### src/rtl/sar_port_pkg.sv
package sar_port_pkg;

  // Frame phases of the serial sequencer
  typedef enum logic [2:0] {
    PH_OFF  = 3'd0,  // chip select high, nothing driven
    PH_ACQ  = 3'd1,  // acquisition window, line released
    PH_NULL = 3'd2,  // low lead-in bit on the line
    PH_FWD  = 3'd3,  // word going out, high bit first
    PH_REV  = 3'd4,  // word replayed, low bit first
    PH_DONE = 3'd5   // frame over, clocks ignored
  } phase_e;

  // Power report encoding
  typedef enum logic [1:0] {
    PWR_ACTIVE     = 2'b00,
    PWR_ANALOG_OFF = 2'b01,
    PWR_FULL_OFF   = 2'b10
  } pwr_e;

endpackage

### src/rtl/sar_edge_sync.sv
module sar_edge_sync #(
  parameter int   STAGES  = 2,
  parameter logic RST_VAL = 1'b0
) (
  input  logic clk,
  input  logic rst,
  input  logic async_i,
  output logic lvl_o,
  output logic fall_o
);

  logic [STAGES-1:0] chain;
  logic              prev;

  for (genvar g = 0; g < STAGES; g++) begin : g_stage
    if (g == 0) begin : g_first
      always_ff @(posedge clk) begin
        if (rst) chain[g] <= RST_VAL;
        else     chain[g] <= async_i;
      end
    end else begin : g_next
      always_ff @(posedge clk) begin
        if (rst) chain[g] <= RST_VAL;
        else     chain[g] <= chain[g-1];
      end
    end
  end

  always_ff @(posedge clk) begin
    if (rst) prev <= RST_VAL;
    else     prev <= chain[STAGES-1];
  end

  assign lvl_o  = chain[STAGES-1];
  assign fall_o = prev & ~chain[STAGES-1];

endmodule

### src/rtl/sar_frame_seq.sv
module sar_frame_seq
  import sar_port_pkg::*;
#(
  parameter int DATA_W    = 16,
  parameter int ACQ_FALLS = 4
) (
  input  logic                      clk,
  input  logic                      rst,
  input  logic                      cs_lvl,
  input  logic                      cs_fall,
  input  logic                      dclk_fall,
  input  logic [DATA_W-1:0]         sample_i,
  output phase_e                    phase_o,
  output logic [$clog2(DATA_W)-1:0] idx_o,
  output logic                      dout_o,
  output logic                      oe_o
);

  localparam int IDX_W = $clog2(DATA_W);
  localparam int ACQ_W = $clog2(ACQ_FALLS + 1);
  localparam logic [IDX_W-1:0] IDX_TOP = IDX_W'(DATA_W - 1);
  localparam logic [ACQ_W-1:0] ACQ_END = ACQ_W'(ACQ_FALLS);

  phase_e             phase;
  logic [ACQ_W-1:0]   acq_cnt;
  logic [IDX_W-1:0]   idx;
  logic [DATA_W-1:0]  word;
  logic               dout_q;
  logic               oe_q;

  always_ff @(posedge clk) begin
    if (rst) begin
      phase   <= PH_OFF;
      acq_cnt <= '0;
      idx     <= '0;
      word    <= '0;
      dout_q  <= 1'b0;
      oe_q    <= 1'b0;
    end else if (cs_fall) begin
      // new frame: capture the word now, no pipeline delay
      phase   <= PH_ACQ;
      acq_cnt <= '0;
      idx     <= '0;
      word    <= sample_i;
      dout_q  <= 1'b0;
      oe_q    <= 1'b0;
    end else if (cs_lvl) begin
      // chip select high aborts or holds off any frame
      phase   <= PH_OFF;
      idx     <= '0;
      dout_q  <= 1'b0;
      oe_q    <= 1'b0;
    end else if (dclk_fall) begin
      unique case (phase)
        PH_ACQ: begin
          if (acq_cnt == ACQ_END) begin
            phase  <= PH_NULL;
            oe_q   <= 1'b1;
            dout_q <= 1'b0;
          end else begin
            acq_cnt <= acq_cnt + 1'b1;
          end
        end
        PH_NULL: begin
          phase  <= PH_FWD;
          idx    <= IDX_TOP;
          dout_q <= word[DATA_W-1];
        end
        PH_FWD: begin
          if (idx == '0) begin
            // turn around without sending the low bit twice
            phase  <= PH_REV;
            idx    <= IDX_W'(1);
            dout_q <= word[1];
          end else begin
            idx    <= idx - 1'b1;
            dout_q <= word[idx - 1'b1];
          end
        end
        PH_REV: begin
          if (idx == IDX_TOP) begin
            phase  <= PH_DONE;
            idx    <= '0;
            oe_q   <= 1'b0;
            dout_q <= 1'b0;
          end else begin
            idx    <= idx + 1'b1;
            dout_q <= word[idx + 1'b1];
          end
        end
        default: ;  // PH_OFF and PH_DONE hold
      endcase
    end
  end

  assign phase_o = phase;
  assign idx_o   = idx;
  assign dout_o  = dout_q;
  assign oe_o    = oe_q;

endmodule

### src/rtl/sar_status.sv
module sar_status
  import sar_port_pkg::*;
(
  input  phase_e     phase_i,
  output logic [1:0] pwr_o,
  output logic       done_o
);

  always_comb begin
    unique case (phase_i)
      PH_OFF:           pwr_o = PWR_FULL_OFF;
      PH_REV, PH_DONE:  pwr_o = PWR_ANALOG_OFF;
      default:          pwr_o = PWR_ACTIVE;
    endcase
    done_o = (phase_i == PH_DONE);
  end

endmodule

### src/rtl/sar_port_emu.sv
module sar_port_emu
  import sar_port_pkg::*;
#(
  parameter int DATA_W      = 16,
  parameter int ACQ_FALLS   = 4,
  parameter int SYNC_STAGES = 2
) (
  input  logic                      clk,
  input  logic                      rst,
  input  logic                      cs_n_i,
  input  logic                      dclk_i,
  input  logic [DATA_W-1:0]         sample_i,
  output logic                      dout_o,
  output logic                      dout_oe_o,
  output logic [1:0]                pwr_state_o,
  output logic [$clog2(DATA_W)-1:0] bit_pos_o,
  output logic                      cycle_done_o
);

  logic   cs_lvl;
  logic   cs_fall;
  logic   dclk_lvl;
  logic   dclk_fall;
  phase_e phase;
  logic [$clog2(DATA_W)-1:0] idx;

  sar_edge_sync #(.STAGES(SYNC_STAGES), .RST_VAL(1'b1)) u_cs_sync (
    .clk    (clk),
    .rst    (rst),
    .async_i(cs_n_i),
    .lvl_o  (cs_lvl),
    .fall_o (cs_fall)
  );

  sar_edge_sync #(.STAGES(SYNC_STAGES), .RST_VAL(1'b0)) u_dclk_sync (
    .clk    (clk),
    .rst    (rst),
    .async_i(dclk_i),
    .lvl_o  (dclk_lvl),
    .fall_o (dclk_fall)
  );

  sar_frame_seq #(.DATA_W(DATA_W), .ACQ_FALLS(ACQ_FALLS)) u_seq (
    .clk      (clk),
    .rst      (rst),
    .cs_lvl   (cs_lvl),
    .cs_fall  (cs_fall),
    .dclk_fall(dclk_fall & ~dclk_lvl),
    .sample_i (sample_i),
    .phase_o  (phase),
    .idx_o    (idx),
    .dout_o   (dout_o),
    .oe_o     (dout_oe_o)
  );

  sar_status u_status (
    .phase_i(phase),
    .pwr_o  (pwr_state_o),
    .done_o (cycle_done_o)
  );

  assign bit_pos_o = idx;

endmodule

### config.mk
export PLATFORM = sky130hd
export DESIGN_NAME = sar_port_emu
export DESIGN_NICKNAME = d
export VERILOG_FILES = /design/src/rtl/sar_port_pkg.sv /design/src/rtl/sar_edge_sync.sv /design/src/rtl/sar_frame_seq.sv /design/src/rtl/sar_status.sv /design/src/rtl/sar_port_emu.sv
export SDC_FILE = /design/constraint.sdc
export NUM_CORES = 1
export LEC_CHECK = 0
export ABC_AREA = 0
export BUFFER_PORTS_ARGS = -buffer_cell sky130_fd_sc_hd__clkbuf_2
export CAP_MARGIN = 20
export CELL_PAD_IN_SITES_DETAIL_PLACEMENT = 0
export CELL_PAD_IN_SITES_GLOBAL_PLACEMENT = 1
export CORE_ASPECT_RATIO = 1.5
export CORE_MARGIN = 1
export CORE_UTILIZATION = 45
export DETAILED_ROUTE_END_ITERATION = 8
export PLACE_DENSITY = 0.8
export SLEW_MARGIN = 10
export SYNTH_ARGS = -nofsm -noshare
export SYNTH_HDL_FRONTEND = slang
export SYNTH_SLANG_ARGS = --single-unit
### constraint.sdc
create_clock -name clk -period 5.01 [get_ports clk]
set_input_delay 1.002 -clock clk [delete_from_list [all_inputs] [get_ports clk]]
set_output_delay 1.002 -clock clk [all_outputs]
set_load 0.02 [all_outputs]
==> results of run 1 <==
[logic make-up (layout without fill, tap and decap cells)]
group                    count (synthesis)  in the layout  synth area share (%)
AND/OR/NAND/NOR                         78             78                  20.6
AO/OA/AOI/OAI                           48             48                  15.9
multiplexers                            15             15                  14.8
buffers and inverters                   21             44                  5.18
XOR/XNOR                                 5              5                  2.42
adder cells (fa/ha/maj)                  5              5                  3.45
flip-flops                              34             34                  37.5
[flip-flops by register name, indices dropped and copies added (netlist names)]
signal / flops
u_dclk_sync.lvl_o: 1
u_seq.dout_o: 1
u_cs_sync.chain: 1
u_cs_sync.lvl_o: 1
u_seq.acq_cnt: 3
u_seq.oe_o: 1
u_seq.word: 16
u_seq.idx_o: 4
u_dclk_sync.prev: 1
u_cs_sync.prev: 1
u_dclk_sync.chain: 1
u_seq.phase_o: 3
[worst max-delay path by stage]
stage | from | to | slack (ns) | cells past startpoint
6_report | u_seq.idx_o[0] | u_seq.dout_o | 2.31 | 7
3_3_place_gp | u_seq.idx_o[0] | u_seq.dout_o | 2.44 | 6
3_5_place_dp | u_seq.idx_o[0] | u_seq.dout_o | 2.32 | 7
4_1_cts | u_seq.idx_o[0] | u_seq.dout_o | 2.30 | 7
5_1_grt | u_seq.idx_o[0] | u_seq.dout_o | 2.08 | 7
2_1_floorplan | u_seq.idx_o[0] | u_seq.dout_o | 2.36 | 9
[through the flow]
step | total power, mW | hold slack (ns)
after floorplan | 0.302 | 0.389
after global placement | 0.313 | 0.399
after detailed placement | 0.314 | 0.400
after CTS | 0.526 | 0.417
after global routing | 0.543 | 0.457
final | 0.519 | 0.415
[metal layers]
metal | track usage, % | routed length [um] | vias to the layer above | part of all wire, %
met2 | 34.2 | 2000 | 35 | 52
met1 | 22.8 | 1590 | 711 | 42
met5 | 0 | 0 | - | 0
met4 | 12.9 | 108 | 0 | 2.8
li1 | - | - | 772 | -
met3 | 5.90 | 117 | 12 | 3.1
[synthesized netlist by cell type (3+ instances only)]
cell type,number,area (sq um)
sky130_fd_sc_hd__nor2_1,9,33.8
sky130_fd_sc_hd__clkbuf_1,8,30.0
sky130_fd_sc_hd__nand2_1,37,139
sky130_fd_sc_hd__inv_1,7,26.3
sky130_fd_sc_hd__xor2_1,3,26.3
sky130_fd_sc_hd__ha_1,5,62.6
sky130_fd_sc_hd__dfxtp_1,34,681
sky130_fd_sc_hd__mux2i_1,4,40.0
sky130_fd_sc_hd__a21oi_1,21,105
sky130_fd_sc_hd__nand3_1,3,15.0
sky130_fd_sc_hd__mux4_2,4,90.1
sky130_fd_sc_hd__nor3_1,6,30.0
sky130_fd_sc_hd__buf_2,3,15.0
sky130_fd_sc_hd__nand2b_1,4,25.0
sky130_fd_sc_hd__o21ai_0,7,35.0
sky130_fd_sc_hd__a31oi_1,5,31.3
sky130_fd_sc_hd__nor2b_1,6,37.5
sky130_fd_sc_hd__mux4_1,4,105
[power by group]
part / total (mW) / internal [mW] / switching (mW)
sequential: 0.281 / 0.277 / 0.00479
clock: 0.212 / 0.110 / 0.102
combinational: 0.0259 / 0.0132 / 0.0127
total: 0.519 / 0.400 / 0.119
[cell type report]
class                      instances  area share [%]
clock buffer                       6            4.05
clock inverter                     2           0.613
inverter                           8            1.47
multi-input combinational        151            51.0
sequential                        34            33.4
tap                               43            2.64
timing repair buffer              28            6.87
==> flow_results.org, run 1 <==
** STA
- Final TNS setup :: 0 ns
- Minimum clock period :: roughly 2.7 ns
- Setup slack on the critical path of the routed design comes to roughly 2.3 ns.
- In this run the tightest slew margin relative to its limit is 54.1%.
- The worst path uses ~54% of the clock period.
- At the pin with the least slew margin, the transition time is 0.689 ns.
- The number of pins with negative max-slew slack in the final report was 0.
- Setup violations, final :: 0
- Worst Clk Skew :: between 0.006 and 0.007 ns
- Static timing analysis puts the maximum clock frequency at roughly 0.37 GHz.
- The count of endpoints failing hold in the final timing report is 0.
- Setup repair after global routing left no endpoint under its margin.

** Finish
- Multi-input gate area :: 1040 sq um
- After the last flow step, the layout net total stands at between 200 and 300.
- For this run, the number of standard cells in the final layout without fillers is between 200 and 300.
- Cells fill between 50% and 60% of the core in the end.
- Most frequent cells in the layout :: sky130_fd_sc_hd__nand2_1, sky130_fd_sc_hd__dfxtp_1, sky130_fd_sc_hd__clkbuf_2
- 0 antenna diodes ended up in the layout.
- Share of final-layout standard cells stronger than drive strength 1 :: 21.0%
- After filler insertion, the fill cell instance count of the layout stands at 350.
- Area delta synth->final :: 12.6%
- Total area of sequential cells :: just under 700 sq um
- Design area :: between 2000 and 2500 sq um
- Most common cell after layout, fill and taps aside :: sky130_fd_sc_hd__nand2_1

** Min path
- The tightest min-delay check is of the flip-flop to flip-flop type.
- Min-Delay Startpoint :: u_cs_sync.chain[0]
- Counting instances, the worst hold path has a depth of 1.
- Worst hold path endpoint :: u_cs_sync.lvl_o

** Clock network
- Gates resized during post-CTS repair numbered 0.
- Number of buffers created by CTS :: 5
- Insertion delay of the later-clocked pin in the worst-skew pair :: 0.29 ns
- Post-CTS timing repair inserted 0 buffers for setup.
- Clock tree synthesis found a total of 34 sinks.
- Clk Tree Root Cell :: sky130_fd_sc_hd__clkbuf_8
- The number of hold buffers added after CTS was 0.
- CTS Buffer Depth :: 2
- Number of H-tree levels :: 2
- Clock-pin slew on the worst setup and hold paths :: ~0.070 ns
- Clock tree from TritonCTS :: done

** Placement
- At the end of routability-driven placement, the weighted congestion stood at about 1.
- Count of port buffers added during placement :: 28
- Placement-stage cell area :: approximately 2000 sq um
- Setup slack at placement :: around 2.3 ns
- Once placement completed, the tool counted placed cells totaling 264.
- Post-detailed-placement half-perimeter wirelength :: ~2900 um

** Worst setup path
- Capture point of the worst reg-to-reg path :: u_seq.dout_o
- Among all stages on the critical path, the largest delay is contributed by sky130_fd_sc_hd__dfxtp_1.
- Max Fanout on Critical Path :: 17
- Startpoint type of the worst setup path :: flip-flop
- Worst Reg2Reg Path Length in Cells :: 7
- The kind of cell with the highest combined delay along the critical path is flip-flops.
- Required arrival time at the worst endpoint :: around 5.2 ns
- Data arrival time of the worst path :: approximately 2.9 ns
- Reg2Reg Launch Point :: u_seq.idx_o[0]
- On the worst path, the slowest cell contributes a delay of a little over 0.7 ns.
- STA classifies the critical path endpoint as a flip-flop.
- Critical Path, Cell by Cell :: inv_1 -> ha_1 -> mux4_1 -> mux2_2 -> o21ai_1 -> a21oi_1 -> o31a_1
- In this run the register-to-register setup slack is roughly 2.3 ns.
- Counting both buffers and inverters, the worst setup path holds a total of 1.
- The critical path is of the flip-flop to flip-flop type.

** Yosys
- The synthesized design contains 0 enable-type register cells.
- Summing every instance area after synthesis gives about 1800 sq um.
- Sequential area share after synthesis :: a little under two fifths
- Post-synth ARST share :: 0%
- For this run, the leading register cell type out of synthesis is sky130_fd_sc_hd__dfxtp_1.
- For this run, the number of Yosys warnings is 0.
- Cells after synthesis :: slightly above 200
- Each instance of the synthesized netlist takes up on average roughly 9 sq um.
- The number of nets handed over by synthesis was between 200 and 250.
- Number of flip-flops and latches in the synthesized netlist :: 34
- Distinct cell type count of the synthesized netlist :: 44

** Routing
- Dividing the detail-routed wire length by the instance count gives between 10 and 15 um.
- Mean number of vias per cell :: 5.63
- Wires add up to 3810 um.
- The count of nets left with antenna violations once routing finished came out at 0.
- The final route contains 1530 vias.
- The detailed router finished its first iteration with 28 violations.
- # DRC :: 0
- Iteration count of the initial detailed-routing pass :: 4

** Global route
- Entering global routing, the biggest net connects 27 pins.
- First-pass GRT wire length :: between 6000 and 7000 um
- Vias in the first global route :: 1481
- Overflow after GRT :: 0
- The number of antenna violations at the first check in global routing is 0.
- Across every metal layer, demand over resource in global routing totals 20.9%.

** Die
- Core area :: ~3700 sq um
- Die ar. :: between 4000 and 5000 sq um
- Die height :: between 70 and 80 um
- The die is ~54 um wide.
- The floorplan has 27 rows.
- Effective utilization at floorplan :: between 40 and 50%
- Pin placement for this block handled 29 I/O pins.

** Flow run
- Max-cap violations in this run came to 0.

** Power
- The analysis attributes to cell leakage a power of 0.764 nW.
- Power density relative to cell area :: 255 nW/um^2
- VDD sags by at most roughly 0.00027 V.

** Outcome
- The run finished with clean final reports.
(Power assumes the default switching activity.)
==> run 2: changes to the inputs <==
--- a/config.mk
+++ b/config.mk
@@ -12,9 +12,9 @@
 export CELL_PAD_IN_SITES_GLOBAL_PLACEMENT = 1
 export CORE_ASPECT_RATIO = 1.5
 export CORE_MARGIN = 1
-export CORE_UTILIZATION = 45
+export CORE_UTILIZATION = 38
 export DETAILED_ROUTE_END_ITERATION = 8
-export PLACE_DENSITY = 0.8
+export PLACE_DENSITY = 0.72
 export SLEW_MARGIN = 10
 export SYNTH_ARGS = -nofsm -noshare
 export SYNTH_HDL_FRONTEND = slang
==> constraint.sdc (replaced) <==
create_clock -name clk -period 2.37 [get_ports clk]
set_input_delay 0.474 -clock clk [delete_from_list [all_inputs] [get_ports clk]]
set_output_delay 0.474 -clock clk [all_outputs]
set_load 0.02 [all_outputs]
==> run 2 against run 1 <==
Total power up 120%. Non-clock buffer count up 4. First-iteration DRC count rose to 2.9 times the previous value. Final cell count up 9.2%. Final area up 3.2%. Via count down 2.3%. Setup slack worse by 2.0 ns. Largest cell class unchanged. Fmax up 29%. Hold slack worse by 0.048 ns. Highest routed layer unchanged.
==> flow_results.org, run 2 (synthesis results as in run 1) <==
** Finish
- The library cell used most frequently in the layout, excluding fill and tap cells, is sky130_fd_sc_hd__nand2_1.
- Max reg flops :: 16 (unchanged)
- The core occupancy in the finished layout was 46.4% (-8.0 points).
- Reg with most FFs :: u_seq.word
- The final antenna diode count came to 0 (unchanged).
- The sequential cell area in the final layout was 682 sq um (+0.18%).
- The top cell types in the final layout, fill and taps aside, are sky130_fd_sc_hd__nand2_1, sky130_fd_sc_hd__dfxtp_1, sky130_fd_sc_hd__clkbuf_2.
- Area delta synth->final :: 16.2%
- Post-layout nets :: 257 (+1.6%)
- The area of all placed cells without fillers was 2110 sq um (+3.2%).
- The multi-input logic area is 1040 sq um (-0.24%).
- Share of final-layout standard cells stronger than drive strength 1 :: 21.5% (+0.50 points)
- The fill cell instance count of the final layout is 482 (+38%).

** STA
- Setup violations, final :: 0 (unchanged)
- The peak clock frequency supported by timing was 0.476 GHz (+29%).
- Setup repair after global routing left no endpoint under its margin.
- The number of pins with negative max-slew slack in the final report came to 0 (unchanged).
- The final sum of negative setup slack was 0 ns (unchanged).
- The relative slew slack is 60.8% (+6.7 points).
- Transition time of the tightest slew-check pin :: 0.588 ns (-0.100 ns)
- The minimum clock period is 2.10 ns (-0.603 ns).
- Worst Clk Skew :: 0.00389 ns (-0.00229 ns)
- The period utilization is 88.7% (+35 points).
- Hold slack :: 0.367 ns (-0.0477 ns)
- Final critical-path setup slack :: 0.268 ns (-2.04 ns)
- Fin. Hold Viols :: 0 (unchanged)

** Clock network
- The clock latency of the later-clocked register in the worst-skew pair was 0.28 ns (about the same).
- Number of sinks on the clock net :: 34 (unchanged)
- Clock-pin slew on the worst setup and hold paths :: 0.07 ns (about the same)
- Post-CTS Resized :: 0 (unchanged)
- CTS placed an instance of sky130_fd_sc_hd__clkbuf_8 at the clock tree root.
- Clock tree from TritonCTS :: done
- The clock buffer count from CTS came to 5 (unchanged).
- Number of H-tree levels :: 2 (unchanged)
- The count of hold-fix buffers inserted at cts was 0 (unchanged).
- The number of buffers added for setup after CTS is 0 (unchanged).
- CTS Buffer Depth :: 2 (unchanged)

** Routing
- Detail Route Antenna Nets :: 0 (unchanged)
- Via count :: 1495 (-2.3%)
- The routed via count divided by cell count was 5.03 (-11%).
- # DRC :: 0 (unchanged)
- The wire length after detailed routing is 3720 um (-2.4%).
- Starting DRT DRC Count :: 82 (+190%)
- Average wire per standard cell :: 12.5 um (-11%)
- The number of detailed-routing iterations run before antenna repair was 4 (unchanged).

** Die
- The height of the die was 86.6 um (+8.6%).
- The row count was 30 (+11%).
- The die outline area came to 5060 sq um (+18%).
- Effective utilization at floorplan :: 39.9% (-8.4 points)
- Count of pins on the block boundary :: 29 (unchanged)
- Core area :: 4540 sq um (+21%)
- Die width :: 58.4 um (+8.5%)

** Placement
- The port buffer count was 28 (unchanged).
- Post-detailed-placement half-perimeter wirelength :: 2790 um (-4.3%)
- The global placement routability congestion is 0.781 (-20%).
- Setup slack at placement :: 0.232 ns (-2.09 ns)
- Placement-stage cell area :: 2000 sq um (+3.0%)

** Worst setup path
- The worst reg2reg path depth came to 6 (-1).
- The data required time at the worst endpoint was 2.55 ns (-2.63 ns).
- The delay of the slowest critical-path stage came to 0.54 ns (-0.17 ns).
- The worst setup path is of the flip-flop to flip-flop kind.
- For this design, the slowest cell found on the critical path is sky130_fd_sc_hd__mux4_2.
- Data arrival time of the worst path :: 2.28 ns (-0.60 ns)
- The signal on the critical path passes through inv_1 -> ha_1 -> mux4_2 -> mux2i_1 -> o221ai_1 -> o31a_1.
- The maximum net fanout on the critical path was 9 (-8).
- STA classifies the critical path endpoint as a flip-flop.
- The worst setup path is launched from a flip-flop.

** Power
- The fraction of power spent switching nets is 20.3% (-2.7 points).
- Share of total power in combinational logic :: 4.9% (about the same)
- The cell-internal power was 0.929 mW (+130%).
- Power density relative to cell area :: 553 nW/um^2 (+120%)
- Net switching component of the power :: 0.236 mW (+98%)
- Maximum resistive drop on vdd :: 0.000358 V (+35%)
- Relative contribution of sequential cells to total power :: 51.0% (-3.2 points)
- The clock power share is 44.1% (+3.3 points).
- The leakage power of the design is 0.791 nW (+3.6%).

** Global route
- The leftover overflow at the end of global routing is 0 (unchanged).
- The wire length of the first global-routing pass is 6560 um (+1.4%).
- Maximum number of pins on one net before global-route repair :: 25 (-7.4%)
- Initial antenna violation count :: 0 (unchanged)
- The via count of the first global-routing pass came to 1439 (-2.8%).
- Combined global-route utilization of all metal layers :: 17.0% (-3.9 points)

** Flow run
- Number of violations of the max-capacitance limit :: 0 (unchanged)

** Min path
- Number of cells on the worst hold path :: 2 (+1)
- Worst min-delay path category :: primary input to flip-flop

** Outcome
- Outcome :: finished, final reports clean
run 2: changes by cell type in the layout (fill, tap and decap cells not counted):
| cell | previous run | this run |
|---|---|---|
| sky130_fd_sc_hd__nor2_2 | 1 | 0 |
| sky130_fd_sc_hd__nor2_1 | 8 | 9 |
| sky130_fd_sc_hd__clkbuf_8 | 6 | 5 |
| sky130_fd_sc_hd__clkinvlp_4 | 1 | 0 |
| sky130_fd_sc_hd__buf_4 | 0 | 4 |
| sky130_fd_sc_hd__clkbuf_1 | 0 | 2 |
| sky130_fd_sc_hd__bufinv_16 | 0 | 1 |
| sky130_fd_sc_hd__dfxtp_1 | 34 | 33 |
| sky130_fd_sc_hd__dfxtp_2 | 0 | 1 |
| sky130_fd_sc_hd__clkinv_2 | 1 | 0 |
run 2: final timing paths:
| kind | start | to | slack, ns |
|---|---|---|---|
| worst max-delay path | u_seq.idx_o[1] | u_seq.dout_o | 0.27 |
| worst min-delay path | cs_n_i | u_cs_sync.chain[0] | 0.37 |
| worst max register to register | u_seq.idx_o[1] | u_seq.dout_o | 0.27 |
| worst min register to register | u_cs_sync.chain[0] | u_cs_sync.lvl_o | 0.41 |
run 2: cell type report:
class / count / share of cell area (%)
inverter: 8 / 1.43
tap: 64 / 3.80
sequential: 34 / 32.4
timing repair buffer: 32 / 8.08
clock inverter: 1 / 1.43
multi-input combinational: 151 / 49.3
clock buffer: 7 / 3.62
run 2: stage by stage:
step / instances / power, mW
2_1_floorplan: 206 / 0.639
3_3_place_gp: 289 / 0.665
3_5_place_dp: 289 / 0.666
4_1_cts: 297 / 1.18
5_1_grt: 297 / 1.22
6_report: 297 / 1.17
run 2: power groups by stage:
stage               Sequential (mW)  Combinational, mW  Clock (mW)
CTS                           0.595             0.0576       0.531
finish                        0.595             0.0567       0.514
global route                  0.597             0.0656       0.557
detailed placement            0.608             0.0574           0
global placement              0.608             0.0571           0
floorplan                     0.603             0.0354           0
run 2: critical path: cells and delay by family, from the launching register on:
family	cells	cell delay, ns
buf+inv	1	0.06
compound gates	2	0.41
flops	1	0.34
mux	2	0.68
fa+ha+maj	1	0.51
run 2: layer usage:
| metal | vias to the layer above | global-route usage, % | wire [um] |
|---|---|---|---|
| li1 | 777 | - | - |
| met1 | 681 | 20.0 | 1630 |
| met2 | 28 | 28.7 | 1830 |
| met3 | 9 | 3.58 | 120 |
| met4 | 0 | 8.87 | 136 |
| met5 | - | 0 | 0 |
